[src/rtl/cd_pkg.sv]
package cd_pkg;
  localparam int OP_W = 2;
  typedef enum logic [OP_W-1:0] {
    OP_READ  = 2'd0,
    OP_PROG  = 2'd1,
    OP_ERASE = 2'd2,
    OP_RSVD  = 2'd3
  } op_e;
endpackage

[src/rtl/cd_fifo.sv]
module cd_fifo #(
  parameter int W     = 14,
  parameter int DEPTH = 4
) (
  input  logic         clk,
  input  logic         rst_n,
  input  logic         push,
  input  logic         pop,
  input  logic [W-1:0] din,
  output logic [W-1:0] dout,
  output logic         empty,
  output logic         full
);
  localparam int PW = (DEPTH > 1) ? $clog2(DEPTH) : 1;
  localparam int CW = $clog2(DEPTH + 1);

  logic [W-1:0]  mem [DEPTH];
  logic [PW-1:0] rd_q, rd_d, wr_q, wr_d;
  logic [CW-1:0] cnt_q, cnt_d;

  always_comb begin
    rd_d  = rd_q;
    wr_d  = wr_q;
    cnt_d = cnt_q;
    if (pop)  rd_d = (rd_q == PW'(DEPTH - 1)) ? '0 : rd_q + 1'b1;
    if (push) wr_d = (wr_q == PW'(DEPTH - 1)) ? '0 : wr_q + 1'b1;
    if (push && !pop)      cnt_d = cnt_q + 1'b1;
    else if (pop && !push) cnt_d = cnt_q - 1'b1;
  end

  always_ff @(posedge clk or negedge rst_n) begin
    if (!rst_n) begin
      rd_q  <= '0;
      wr_q  <= '0;
      cnt_q <= '0;
    end else begin
      rd_q  <= rd_d;
      wr_q  <= wr_d;
      cnt_q <= cnt_d;
    end
  end

  always_ff @(posedge clk) begin
    if (push) mem[wr_q] <= din;
  end

  assign dout  = mem[rd_q];
  assign empty = (cnt_q == '0);
  assign full  = (cnt_q == CW'(DEPTH));
endmodule

[src/rtl/cd_lane.sv]
module cd_lane #(
  parameter int W     = 14,
  parameter int DEPTH = 4
) (
  input  logic         clk,
  input  logic         rst_n,
  input  logic         go_hit,
  input  logic [W-1:0] cmd_in,
  input  logic         busy_in,
  output logic         iss_valid,
  output logic [W-1:0] iss_cmd,
  output logic         q_full,
  output logic         q_empty
);
  logic         issued_q, issued_d;
  logic         ready, from_q, bypass, push;
  logic [W-1:0] head;

  assign ready  = !busy_in && !issued_q;
  assign from_q = ready && !q_empty;
  assign bypass = ready && q_empty && go_hit;
  assign push   = go_hit && !bypass;

  cd_fifo #(.W(W), .DEPTH(DEPTH)) u_fifo (
    .clk(clk), .rst_n(rst_n), .push(push), .pop(from_q),
    .din(cmd_in), .dout(head), .empty(q_empty), .full(q_full)
  );

  assign iss_valid = from_q || bypass;
  assign iss_cmd   = from_q ? head : cmd_in;
  assign issued_d  = iss_valid;

  always_ff @(posedge clk or negedge rst_n) begin
    if (!rst_n) issued_q <= 1'b0;
    else        issued_q <= issued_d;
  end
endmodule

[src/rtl/cd_addr_latch.sv]
module cd_addr_latch #(
  parameter int NBLK  = 3,
  parameter int BLK_W = 2,
  parameter int OFF_W = 4
) (
  input  logic                   clk,
  input  logic                   rst_n,
  input  logic [BLK_W+OFF_W-1:0] addr_in,
  output logic [BLK_W+OFF_W-1:0] addr_q,
  output logic                   in_range
);
  localparam int ADDR_W = BLK_W + OFF_W;

  logic [ADDR_W-1:0] addr_d;
  logic [BLK_W-1:0]  blk;
  logic              change;

  assign blk      = addr_in[ADDR_W-1 -: BLK_W];
  assign in_range = (32'(blk) < NBLK);
  assign change   = (addr_in != addr_q);

  always_comb begin
    addr_d = addr_q;
    if (change && in_range) addr_d = addr_in;
  end

  always_ff @(posedge clk or negedge rst_n) begin
    if (!rst_n) addr_q <= '0;
    else        addr_q <= addr_d;
  end
endmodule

[src/rtl/cd_dispatch.sv]
module cd_dispatch
  import cd_pkg::*;
#(
  parameter int NBLK   = 3,
  parameter int BLK_W  = 2,
  parameter int OFF_W  = 4,
  parameter int DATA_W = 8,
  parameter int DEPTH  = 4
) (
  input  logic                    clk,
  input  logic                    rst_n,
  input  logic                    host_op_we,
  input  logic [OP_W-1:0]         host_op,
  input  logic [BLK_W+OFF_W-1:0]  host_addr,
  input  logic                    host_go,
  input  logic [DATA_W-1:0]       host_data,
  output logic                    host_rdy,
  output logic                    host_err,
  input  logic [NBLK-1:0]         lc_busy,
  output logic [NBLK-1:0]         iss_valid,
  output logic [NBLK*OP_W-1:0]    iss_op,
  output logic [NBLK*OFF_W-1:0]   iss_off,
  output logic [NBLK*DATA_W-1:0]  iss_data
);
  localparam int ADDR_W = BLK_W + OFF_W;
  localparam int CMD_W  = OP_W + OFF_W + DATA_W;

  logic              rst_s0, rst_i_n;
  logic [OP_W-1:0]   op_q, op_d;
  logic [ADDR_W-1:0] addr_q;
  logic              bus_ok, accept;
  logic [BLK_W-1:0]  tgt;
  logic [NBLK-1:0]   go_hit, q_full, q_empty;
  logic [CMD_W-1:0]  cmd_in;
  logic [CMD_W-1:0]  lane_cmd [NBLK];

  always_ff @(posedge clk or negedge rst_n) begin
    if (!rst_n) begin
      rst_s0  <= 1'b0;
      rst_i_n <= 1'b0;
    end else begin
      rst_s0  <= 1'b1;
      rst_i_n <= rst_s0;
    end
  end

  always_comb begin
    op_d = op_q;
    if (host_op_we) op_d = host_op;
  end

  always_ff @(posedge clk or negedge rst_i_n) begin
    if (!rst_i_n) op_q <= '0;
    else          op_q <= op_d;
  end

  cd_addr_latch #(.NBLK(NBLK), .BLK_W(BLK_W), .OFF_W(OFF_W)) u_latch (
    .clk(clk), .rst_n(rst_i_n), .addr_in(host_addr),
    .addr_q(addr_q), .in_range(bus_ok)
  );

  assign tgt = addr_q[ADDR_W-1 -: BLK_W];

  always_comb begin
    host_rdy = 1'b1;
    for (int b = 0; b < NBLK; b++) begin
      if (tgt == BLK_W'(b)) host_rdy = !q_full[b];
    end
  end

  assign host_err = host_go && !bus_ok;
  assign accept   = host_go && bus_ok && host_rdy;
  assign cmd_in   = {op_q, addr_q[OFF_W-1:0], host_data};

  for (genvar b = 0; b < NBLK; b++) begin : g_lane
    assign go_hit[b] = accept && (tgt == BLK_W'(b));

    cd_lane #(.W(CMD_W), .DEPTH(DEPTH)) u_lane (
      .clk(clk), .rst_n(rst_i_n), .go_hit(go_hit[b]), .cmd_in(cmd_in),
      .busy_in(lc_busy[b]), .iss_valid(iss_valid[b]), .iss_cmd(lane_cmd[b]),
      .q_full(q_full[b]), .q_empty(q_empty[b])
    );

    assign iss_op[b*OP_W +: OP_W]       = lane_cmd[b][CMD_W-1 -: OP_W];
    assign iss_off[b*OFF_W +: OFF_W]    = lane_cmd[b][DATA_W +: OFF_W];
    assign iss_data[b*DATA_W +: DATA_W] = lane_cmd[b][DATA_W-1:0];
  end
endmodule

[config.mk]
export PLATFORM = sky130hd
export DESIGN_NAME = cd_dispatch
export DESIGN_NICKNAME = d
export VERILOG_FILES = /design/src/rtl/cd_pkg.sv /design/src/rtl/cd_fifo.sv /design/src/rtl/cd_lane.sv /design/src/rtl/cd_addr_latch.sv /design/src/rtl/cd_dispatch.sv
export SDC_FILE = /design/constraint.sdc
export NUM_CORES = 1
export LEC_CHECK = 0
export BUFFER_PORTS_ARGS = -buffer_cell sky130_fd_sc_hd__buf_4
export CAP_MARGIN = 0
export CORE_MARGIN = 8
export CORE_UTILIZATION = 50
export DETAILED_ROUTE_END_ITERATION = 8
export GPL_TIMING_DRIVEN = 0
export PLACE_DENSITY = 0.71
export SYNTH_ARGS = -nofsm -noshare
export SYNTH_HDL_FRONTEND = slang
export SYNTH_HIERARCHICAL = 1
export SYNTH_SLANG_ARGS = --single-unit
export TNS_END_PERCENT = 1
[constraint.sdc]
create_clock -name clk -period 2.6 [get_ports clk]
set_input_delay 0.26 -clock clk [delete_from_list [all_inputs] [get_ports clk]]
set_output_delay 0.26 -clock clk [all_outputs]
set_load 0.02 [all_outputs]
Word level (Yosys, flattened, before mapping)
Memory sizes are Yosys's and may differ from the RTL's.
Cells that the tools add are included.
- register bits after elaboration: 34
- bits in latches: 0
- memory bits (writable): 168
- memory bits (read-only): 0
- word-level logic and storage cells: 128
- memories kept: 3
- $add $sub $neg: 12
- multiply operators: 0
- div/mod/pow operators: 0
- $lt $le $gt $ge: 1
- equal/unequal tests: 12
- shift operators: 0
- multiplexer cells: 24
- bitwise operators: 0
- reductions and logical operators: 60
- memory list (memory ; depth ; bits a word ; read ports ; clocked after memory_dff ; wr ports ; line ; text):
    g_lane[0].u_lane.u_fifo.mem ; 4 ; 14 ; 1 ; 0 ; 1 ; cd_fifo.sv:17 ; logic [W-1:0] mem [DEPTH];
    g_lane[1].u_lane.u_fifo.mem ; 4 ; 14 ; 1 ; 0 ; 1 ; cd_fifo.sv:17 ;
    g_lane[2].u_lane.u_fifo.mem ; 4 ; 14 ; 1 ; 0 ; 1 ; cd_fifo.sv:17 ;
- operators by type and width (kind ; number):
    2-to-1 mux 14 bit ; 3
    logical AND 1 bit ; 28
    logical NOT 1 bit ; 22
    2-to-1 mux 3 bit ; 6
    equality test 2 bit (second input constant) ; 7
    adder 2 x 1 -> 2 bit (second input constant) ; 6
    2-to-1 mux 2 bit ; 6
    adder 3 x 1 -> 3 bit (second input constant) ; 3
    equality test 3 bit (second input constant) ; 3
    logical NOT 3 bit ; 3
    2-to-1 mux 1 bit ; 9
    subtractor 3 x 1 -> 3 bit (second input constant) ; 3
    != test 6 bit ; 1
    nonzero test 2 bit ; 3
    logical OR 1 bit ; 3
    equality test 2 x 1 -> 1 bit (second input constant) ; 1
    logical NOT 2 bit ; 1
    less-than comparator 2 bit (second input constant) ; 1

Logic depth before layout (Yosys ltp)
Gate-level depths: netlist of the first run.
- depth after elaboration: 14
- mapped depth: 11

Modules after synthesis
The synthesis of the first run kept the hierarchy.
- by module, submodules not included (module ; times used ; cells each ; area an instance (um^2) ; sequential area each (um^2)):
    cd_fifo ; 3 ; 110 ; 2466.1 ; 1856.8
    cd_lane ; 3 ; 21 ; 272.8 ; 25.0
    cd_addr_latch ; 1 ; 15 ; 244.0 ; 150.1
    cd_dispatch ; 1 ; 15 ; 197.7 ; 100.1

Least setup slack after synthesis of the first run
No wires, ideal clock.
- path kind: register to register
- start: reg g_lane[2].u_lane.u_fifo.cnt_q[2]
- end: reg g_lane[2].u_lane.u_fifo.cnt_q[2]
- arrival: 2.191 ns
- slack: 0.329 ns
- stages on the path, launching flop included: 11
- path buffers: 0
- clock period less this slack: 2.271 ns
- path through: dfrtp_1 -> nor3b_1 -> nor4b_2 -> inv_1 -> a21oi_1 -> ha_1 -> inv_1 -> fa_1 -> xor2_1 -> nor2_1 -> xor2_1
- cells in the longest elaborated chain, start to end: 11
- elaborated cells between the ends (all ways): 21
- ends and longest elaborated chain (what ; line ; text):
    start: declaration ; cd_fifo.sv:19 ; logic [CW-1:0] cnt_q, cnt_d;
    start signal: assignment ; cd_fifo.sv:39 ; cnt_q <= cnt_d;
    equality test 3 bit (*) ; cd_fifo.sv:49 ; assign full = (cnt_q == CW'(DEPTH));
    via q_full[2] ; cd_dispatch.sv:33 ; logic [NBLK-1:0] go_hit, q_full, q_empty;
    logical NOT 1 bit (*) ; cd_dispatch.sv:67 ; if (tgt == BLK_W'(b)) host_rdy = !q_full[b];
    2-to-1 mux 1 bit (*) ; cd_dispatch.sv:67 ;
    logical AND 1 bit (*) ; cd_dispatch.sv:72 ; assign accept = host_go && bus_ok && host_rdy;
    logical AND 1 bit (*) ; cd_dispatch.sv:76 ; assign go_hit[b] = accept && (tgt == BLK_W'(b));
    via go_hit[2] ; cd_dispatch.sv:33 ;
    logical AND 1 bit ; cd_lane.sv:21 ; assign bypass = ready && q_empty && go_hit;
    logical NOT 1 bit ; cd_lane.sv:22 ; assign push = go_hit && !bypass;
    logical AND 1 bit (*) ; cd_lane.sv:22 ;
    via g_lane[2].u_lane.push ; cd_lane.sv:16 ; logic ready, from_q, bypass, push;
    logical NOT 1 bit ; cd_fifo.sv:28 ; else if (pop && !push) cnt_d = cnt_q - 1'b1;
    logical AND 1 bit ; cd_fifo.sv:28 ;
    nonzero test 2 bit (no source line) ; - ;
Mark *: on every way through the listed nets, which the timed path passes. The rest lies on a longest branch. The select of a mux whose other input is x is not followed.
A chain may end at the register's enable or synchronous reset.

Final worst setup path of the first run
- start: reg g_lane[0].u_lane.u_fifo.cnt_q[0]
- end: out iss_data[4]
- cells in the longest elaborated chain, start to end: 4
- ends and longest elaborated chain (what ; line ; text):
    start: declaration ; cd_fifo.sv:19 ;
    start signal: assignment ; cd_fifo.sv:39 ;
    logical NOT 3 bit ; cd_fifo.sv:48 ; assign empty = (cnt_q == '0);
    via q_empty[0] ; cd_dispatch.sv:33 ;
    logical NOT 1 bit ; cd_lane.sv:20 ; assign from_q = ready && !q_empty;
    logical AND 1 bit ; cd_lane.sv:20 ;
    via g_lane[0].u_lane.from_q ; cd_lane.sv:16 ;
    2-to-1 mux 14 bit ; cd_lane.sv:30 ; assign iss_cmd = from_q ? head : cmd_in;
    end: declaration ; cd_dispatch.sv:23 ; output logic [NBLK*DATA_W-1:0] iss_data
The timed path passes the listed nets, and every way through them passes these cells.

==> results of run 1 <==
power by group:
group          leakage (nW)  switching [W]  total (W)  internal [W]
clock                 0.319        0.00118    0.00279       0.00162
combinational          1.52        0.00149    0.00322       0.00173
sequential             1.92       0.000327    0.00419       0.00386
path summary, 6_finish.rpt:
check,slack (ps),to,from,cells past startpoint
hold / removal,20,op_q[0],host_op_we,2
hold reg to reg,350,rst_i_n,rst_s0,0
setup reg to reg,130,g_lane[2].u_lane/u_fifo/cnt_q[2],g_lane[2].u_lane/u_fifo/cnt_q[0],10
setup / recovery,120,iss_data[4],g_lane[0].u_lane/u_fifo/cnt_q[0],5
min in group asynchronous,100,rst_i_n,rst_n,2
max in group asynchronous,1720,g_lane[0].u_lane/u_fifo/rd_q[0],rst_i_n,0
metrics by stage:
stage          instance area (um^2)  std cells
6_report                      10200        761
3_3_place_gp                   9460        717
4_1_cts                       10200        761
2_1_floorplan                  8660        423
5_1_grt                       10200        761
3_5_place_dp                   9460        717
synthesized netlist by cell type:
| library cell | count |
|---|---|
| nor3b_2 | 1 |
| nor3_4 | 3 |
| a21boi_0 | 5 |
| and2_1 | 12 |
| nor2_1 | 9 |
| nor3b_1 | 3 |
| mux2_1 | 2 |
| nand2_1 | 7 |
| a2bb2oi_1 | 1 |
| nand2_4 | 1 |
| xnor2_1 | 3 |
| buf_6 | 3 |
| nor4_1 | 1 |
| buf_2 | 3 |
| mux2_4 | 31 |
| mux2i_1 | 1 |
| nor3_1 | 6 |
| nor2b_2 | 1 |
| mux4_1 | 18 |
| inv_1 | 17 |
| mux4_2 | 24 |
| ha_1 | 18 |
| edfxtp_1 | 168 |
| conb_1 | 1 |
| nor2b_1 | 1 |
| nor4b_2 | 1 |
| fa_1 | 3 |
| buf_12 | 6 |
| a21oi_1 | 3 |
| o21ai_0 | 6 |
| dfrtp_1 | 34 |
| xor2_1 | 6 |
| mux2_2 | 21 |
| a21o_2 | 3 |
state kept, by name, indices dropped and copies added (netlist names):
signal,cells
rst_s0,1
op_q,2
u_latch/addr_q,6
g_lane.u_lane/u_fifo/wr_q,6
g_lane.u_lane/issued_q,3
g_lane.u_lane/u_fifo/cnt_q,9
rst_i_n,1
g_lane.u_lane/u_fifo/mem,168
g_lane.u_lane/u_fifo/rd_q,6
kinds of logic after synthesis:
logic type	share of synthesized area, %
buffers and inverters	2.69
DFF	68.1
xor gates and xnor gates	0.910
muxes	20.2
AOI/OAI and AO/OA	1.36
other	0.0433
adders and majority gates	3.29
and+or+nand+nor	3.42
routing by layer:
layer | share of wire [%] | up-vias
met3 | 5.6 | 23
met5 | 0 | -
met4 | 1.7 | 0
li1 | - | 1880
met2 | 51 | 119
met1 | 42 | 2076
layout make-up:
| class | instances | area [um^2] |
|---|---|---|
| clock buffers | 25 | 551 |
| plain buffers | 12 | 169 |
| well taps | 225 | 282 |
| repair buffers | 76 | 588 |
| flip-flops and latches | 202 | 5900 |
| inverters | 17 | 63.8 |
| clock inverters | 12 | 92.6 |
| multi-input cells | 192 | 2580 |
| fillers | 1236 | 6890 |
what timing repair did:
item / CTS / global route
resized for setup: 4 / 6
hold buffers: 7 / 0
cloned: 0 / 0
endpoints found under the setup margin: 2 / 56
pin swaps: 0 / 1
endpoints found under the hold margin: 8 / 0
==> metrics, run 1 <==
layout cell share with drive strength beyond 1=38.6%; Yosys cell types=34; pre-CTS setup slack=-113 ps; period utilisation layout=95.4%; GR Util met3=2.72%; Remaining Overflow, GRT=0; final core utilization=59.7%; largest net degree at the start of global routing=33; Final #Nets=566; clk_lat worst skew=480 ps; Yosys top cell area share=58.3%; Final min period=2480 ps; final hold viol count=0; post-layout worst setup margin=119 ps; grt met2 use=25.4%; drt first pass iters=4; CP arrival=2220 ps; Synth area leader=edfxtp_1; M1 GR Usage=19.6%; cell repeated most along the worst path=nor3_4; endpoints failing setup=0; delay-heaviest family, CP=simple AND/OR/NAND/NOR gates; Antenna Nets Post-Route=0; Rows=48; Final Skew=6.38 ps; setup tns final=0 ps; GRT Overall Usage=15.1%; status=finished, final reports clean; vias in the first global route=4504; Die Ht=148 um; CTS Sinks=202; TritonCTS clock tree=built; synth-to-layout area growth=18.1%; slew at the pin closest to its max-slew limit=814 ps; Buffers on Ports=69; hold slack final=20.9 ps; max-cap viol count=0; Mapped Cells=423; die footprint=21800 um^2; Synthesized Nets=467; Vias=4098; Horiz. Die Dim=148 um; HP Class=input pin to register; Power, Total=0.0102 W; most frequent cells in the layout=edfxtp_1 (168), buf_4 (69), dfrtp_1 (33); CTS buffer count=21; Wirelength per Cell=21.0 um; gr busiest metal=met2; Setup Fix Bufs, Post-CTS=0; Worst Path Max Fanout=11; hpwl dp=10.3 mm; peak supply drop=0.528 mV; slowest CP cell=dfrtp_1; ranking of synthesized cells by area=edfxtp_1 (58%), dfrtp_1 (9.8%), mux4_2 (6.2%); Worst EP required=2340 ps; initial DRC count=318; number of diodes=0; RSZ-0062 raised after global routing=yes; Routed WL=16.0 mm; Mean Syn Cell Area=20.5 um^2; IO Count=70; CP peak stage delay=490 ps; vias per inst=5.39; synthesized area=8660 um^2; Crit. End Element=output pin; Initial Util=50.6%; Max Fclk=403 MHz; # H-tree levels=1; WP buf/inv=2; routability cong.=0.726; #FFs+latches synth=202; clk buf depth=3; most common cell after layout, fill and taps aside=edfxtp_1; CP Launch Type=register; post-synthesis sequential area ratio=68.1%; CTS root buf=clkbuf_16; critical path class=register to output pin; CP cell instances=nor3_4, nor3_4, buf_12, mux2_4, buf_4; Core ar.=17100 um^2; Ys Warns=6; initial antenna violation count=0; Slew Limit Headroom=45.7%; power density over the cells=999 nW/um^2; Max Slew Vio Count=0; first-pass GRT wire length=25.4 mm; Worst-path clk slew=60 ps; Leak=3.76 nW; drt drc=0
Power figures use the tool's default switching activity.
==> run 2: changes to the inputs <==
--- a/config.mk
+++ b/config.mk
@@ -6,14 +6,13 @@
 export NUM_CORES = 1
 export LEC_CHECK = 0
 export BUFFER_PORTS_ARGS = -buffer_cell sky130_fd_sc_hd__buf_4
-export CAP_MARGIN = 0
+export CAP_MARGIN = 10
 export CORE_MARGIN = 8
 export CORE_UTILIZATION = 50
 export DETAILED_ROUTE_END_ITERATION = 8
 export GPL_TIMING_DRIVEN = 0
-export PLACE_DENSITY = 0.71
+export PLACE_DENSITY = 0.72
 export SYNTH_ARGS = -nofsm -noshare
 export SYNTH_HDL_FRONTEND = slang
-export SYNTH_HIERARCHICAL = 1
 export SYNTH_SLANG_ARGS = --single-unit
 export TNS_END_PERCENT = 1
==> run 2 against run 1 <==
  * Highest routed layer unchanged
  * Count of clock-buffer cells in the layout up 7
  * Area after synthesis down 1.9%
  * Sequential share of layout area up 1.1 points
  * Total power down 1.2%
  * Maximum frequency down 2.6%
  * Setup slack worse by 67 ps
  * Critical path type unchanged
  * Flip-flop and latch count unchanged
  * Critical endpoint unchanged
  * Clock skew up 19 ps
  * Global-route usage about the same
==> metrics, run 2 <==
RSZ-0062 raised after global routing=yes; final hold viol count=0 (unchanged); Slew Limit Headroom=46.2% (+0.49 points); endpoints failing setup=0 (unchanged); Antenna Nets Post-Route=0 (unchanged); CP cell instances=o31ai_4, buf_6, mux2_2, buf_4; Final Skew=24.9 ps (+18.5 ps); CP Launch Type=register; #FFs+latches synth=202 (unchanged); main flop type after synthesis=edfxtp_1; initial DRC count=197 (-38%); most common cell after layout, fill and taps aside=edfxtp_1; Die Ht=146 um (-0.87%); Wirelength per Cell=21.0 um (-0.18%); Post-Synth Simple-Gate Area=2.37% (-1.1 points); synth-to-layout area growth=18.2%; Ys Warns=0 (-6); largest net degree at the start of global routing=33 (unchanged); TritonCTS clock tree=built; max FFs per register=168 (unchanged); CP arrival=2290 ps (+70 ps); Yosys cell types=32 (-5.9%); hold slack final=15.1 ps (-5.75 ps); Mean Syn Cell Area=20.4 um^2 (-0.53%); max-cap viol count=0 (unchanged); most frequent cells in the layout=edfxtp_1 (168), buf_4 (75), mux2_2 (61); layout cell share with drive strength beyond 1=46.2% (+7.6 points); number of flops mapped to enable cells by yosys=168 (unchanged); routability cong.=0.734 (+1.2%); vias per inst=5.44 (+0.95%); number of diodes=0 (unchanged); WP buf/inv=2 (unchanged); critical path class=register to output pin; post-synthesis sequential area ratio=69.4% (+1.3 points); Worst EP required=2340 ps (about the same); CTS buffer count=21 (unchanged); clk buf depth=3 (unchanged); asr flop ratio synth=16.8% (unchanged); most frequent cell after synthesis=edfxtp_1; peak supply drop=0.491 mV (-6.9%); CP peak stage delay=530 ps (+40 ps); multiplexer share of the synthesized area=19.5% (-0.69 points); CTS Sinks=202 (unchanged); Final #Nets=561 (-0.88%); Max Slew Vio Count=0 (unchanged); Synth area leader=edfxtp_1; pre-CTS setup slack=-184 ps (-71.1 ps); Remaining Overflow, GRT=0 (unchanged); Synthesized Nets=461 (-1.3%); period utilisation layout=98.0% (+2.6 points); Max Fclk=392 MHz (-2.6%); delay-heaviest family, CP=compound AO/OA/AOI/OAI gates; Worst-path clk slew=60 ps (about the same); Buffers on Ports=69 (unchanged); initial antenna violation count=0 (unchanged); Final min period=2550 ps (+67.0 ps); top cells by count, synth=edfxtp_1 (168), mux2_2 (63), mux4_2 (42); clk_lat worst skew=490 ps (about the same); Worst Path Max Fanout=10 (-1); die footprint=21400 um^2 (-1.7%); Largest regs=g_lane.u_lane.u_fifo.mem (168), g_lane.u_lane.u_fifo.cnt_q (9); Vias=4088 (-0.24%); Synth Area in Compound Gates=2.43% (+1.1 points); post-synthesis adder-cell area fraction=3.36% (+0.065 points); Mapped Cells=417 (-1.4%); Crit. End Element=output pin; IO Count=70 (unchanged); power density over the cells=1010 nW/um^2 (+0.65%); slowest CP cell=o31ai_4; # H-tree levels=1 (unchanged); status=finished, final reports clean; Initial Util=51.2% (+0.61 points); HP Class=input pin to register; Routed WL=15.8 mm (-1.4%); hpwl dp=10.2 mm (-1.8%); register with the most flip-flops=g_lane.u_lane.u_fifo.mem; main combinational cell family by area after synthesis=multiplexers; ranking of synthesized cells by area=edfxtp_1 (59%), mux4_2 (11%), dfrtp_1 (10%); slew at the pin closest to its max-slew limit=807 ps (-7.30 ps); Rows=47 (-2.1%); post-layout worst setup margin=52.1 ps (-67.0 ps); Leak=3.57 nW (-4.9%); vias in the first global route=4430 (-1.6%); Horiz. Die Dim=146 um (-0.87%); Yosys top cell area share=59.4% (+1.2 points); drt drc=0 (unchanged); GRT Overall Usage=15.1% (about the same); Synth Area in XOR/XNOR=0.928% (+0.018 points); synthesized area=8490 um^2 (-1.9%); Core ar.=16600 um^2 (-3.1%); CTS root buf=clkbuf_16; first-pass GRT wire length=25.3 mm (-0.46%); drt first pass iters=4 (unchanged)
[run 2: cell types whose count changed after synthesis, sizes merged, moves of 4 or more]
cell	delta
inv	-6
o21ai	-6
nor2	+6
nor3	-6
nand2	-7
nor3b	-4
mux2	+9
[run 2: final cells by class]
| type | instances | area (um^2) |
|---|---|---|
| sequential | 202 | 5900 |
| buffer | 16 | 143 |
| fill | 1213 | 6550 |
| multi-input combinational | 188 | 2460 |
| timing repair buffer | 77 | 596 |
| clock inverter | 6 | 31.3 |
| clock buffer | 32 | 587 |
| inverter | 11 | 41.3 |
| tap | 220 | 275 |
[run 2: final timing paths]
check / start / endpoint / slack (ps) / depth (start not counted)
hold / removal: host_addr[2] / u_latch.addr_q[2] / 20 / 2
min in group asynchronous: rst_n / rst_i_n / 100 / 2
setup / recovery: g_lane[0].u_lane.u_fifo.cnt_q[1] / iss_data[4] / 50 / 4
setup reg to reg: g_lane[2].u_lane.u_fifo.cnt_q[2] / g_lane[2].u_lane.u_fifo.cnt_q[2] / 150 / 8
max in group asynchronous: rst_i_n / g_lane[2].u_lane.u_fifo.cnt_q[2] / 1690 / 0
hold reg to reg: rst_i_n / g_lane[0].u_lane.u_fifo.rd_q[0] / 340 / 0
[run 2: worst reg2reg max path, stage by stage (launching register included)]
cell	delay, ps
dfrtp_2	450
o21bai_1	210
a2111oi_4	560
ha_1	270
inv_1	60
fa_1	380
xor2_1	170
nor2_1	120
xor2_1	150
[run 2: metrics by stage]
step | TNS [ps] | utilization (%) | cells | total power, W | area [um^2]
4_1_cts | -1.29 | 60.4 | 751 | 0.0102 | 10000
5_1_grt | -177 | 60.5 | 752 | 0.0106 | 10000
3_5_place_dp | -294 | 56.0 | 706 | 0.00745 | 9290
2_1_floorplan | 0 | - | 417 | 0.00648 | 8490
3_3_place_gp | -223 | 56.0 | 706 | 0.00734 | 9280
6_report | 0 | 60.5 | 752 | 0.0101 | 10000
[run 2: what timing repair did]
item,CTS,global route
hold buffers,7,0
setup endpoints to repair,42,31
pin swaps,2,3
setup buffers,0,1
gates resized for setup,11,7
hold endpoints to repair,8,0
[run 2: power breakdown]
| part | switching [W] | total (W) | internal [W] |
|---|---|---|---|
| sequential | 0.000375 | 0.00425 | 0.00387 |
| clock | 0.00112 | 0.00268 | 0.00156 |
| combinational | 0.00147 | 0.00316 | 0.00169 |
| total | 0.00297 | 0.0101 | 0.00712 |
[run 2: layer usage]
layer  global-route usage [%]  wire length (um)
met1                     19.9              6840
met2                     25.2              8110
met3                     2.81               573
met4                     4.12               246
met5                        0                 0
[run 2: kinds of logic (layout without fill, tap and decap cells)]
family          count (synthesis)  count (layout)
flops                         202             202
mux                           105             105
simple gates                   36              36
buf+inv                        27             142
fa+ha+maj                      21              21
compound gates                 16              16
xor+xnor                        9               9
other cells                     1               1
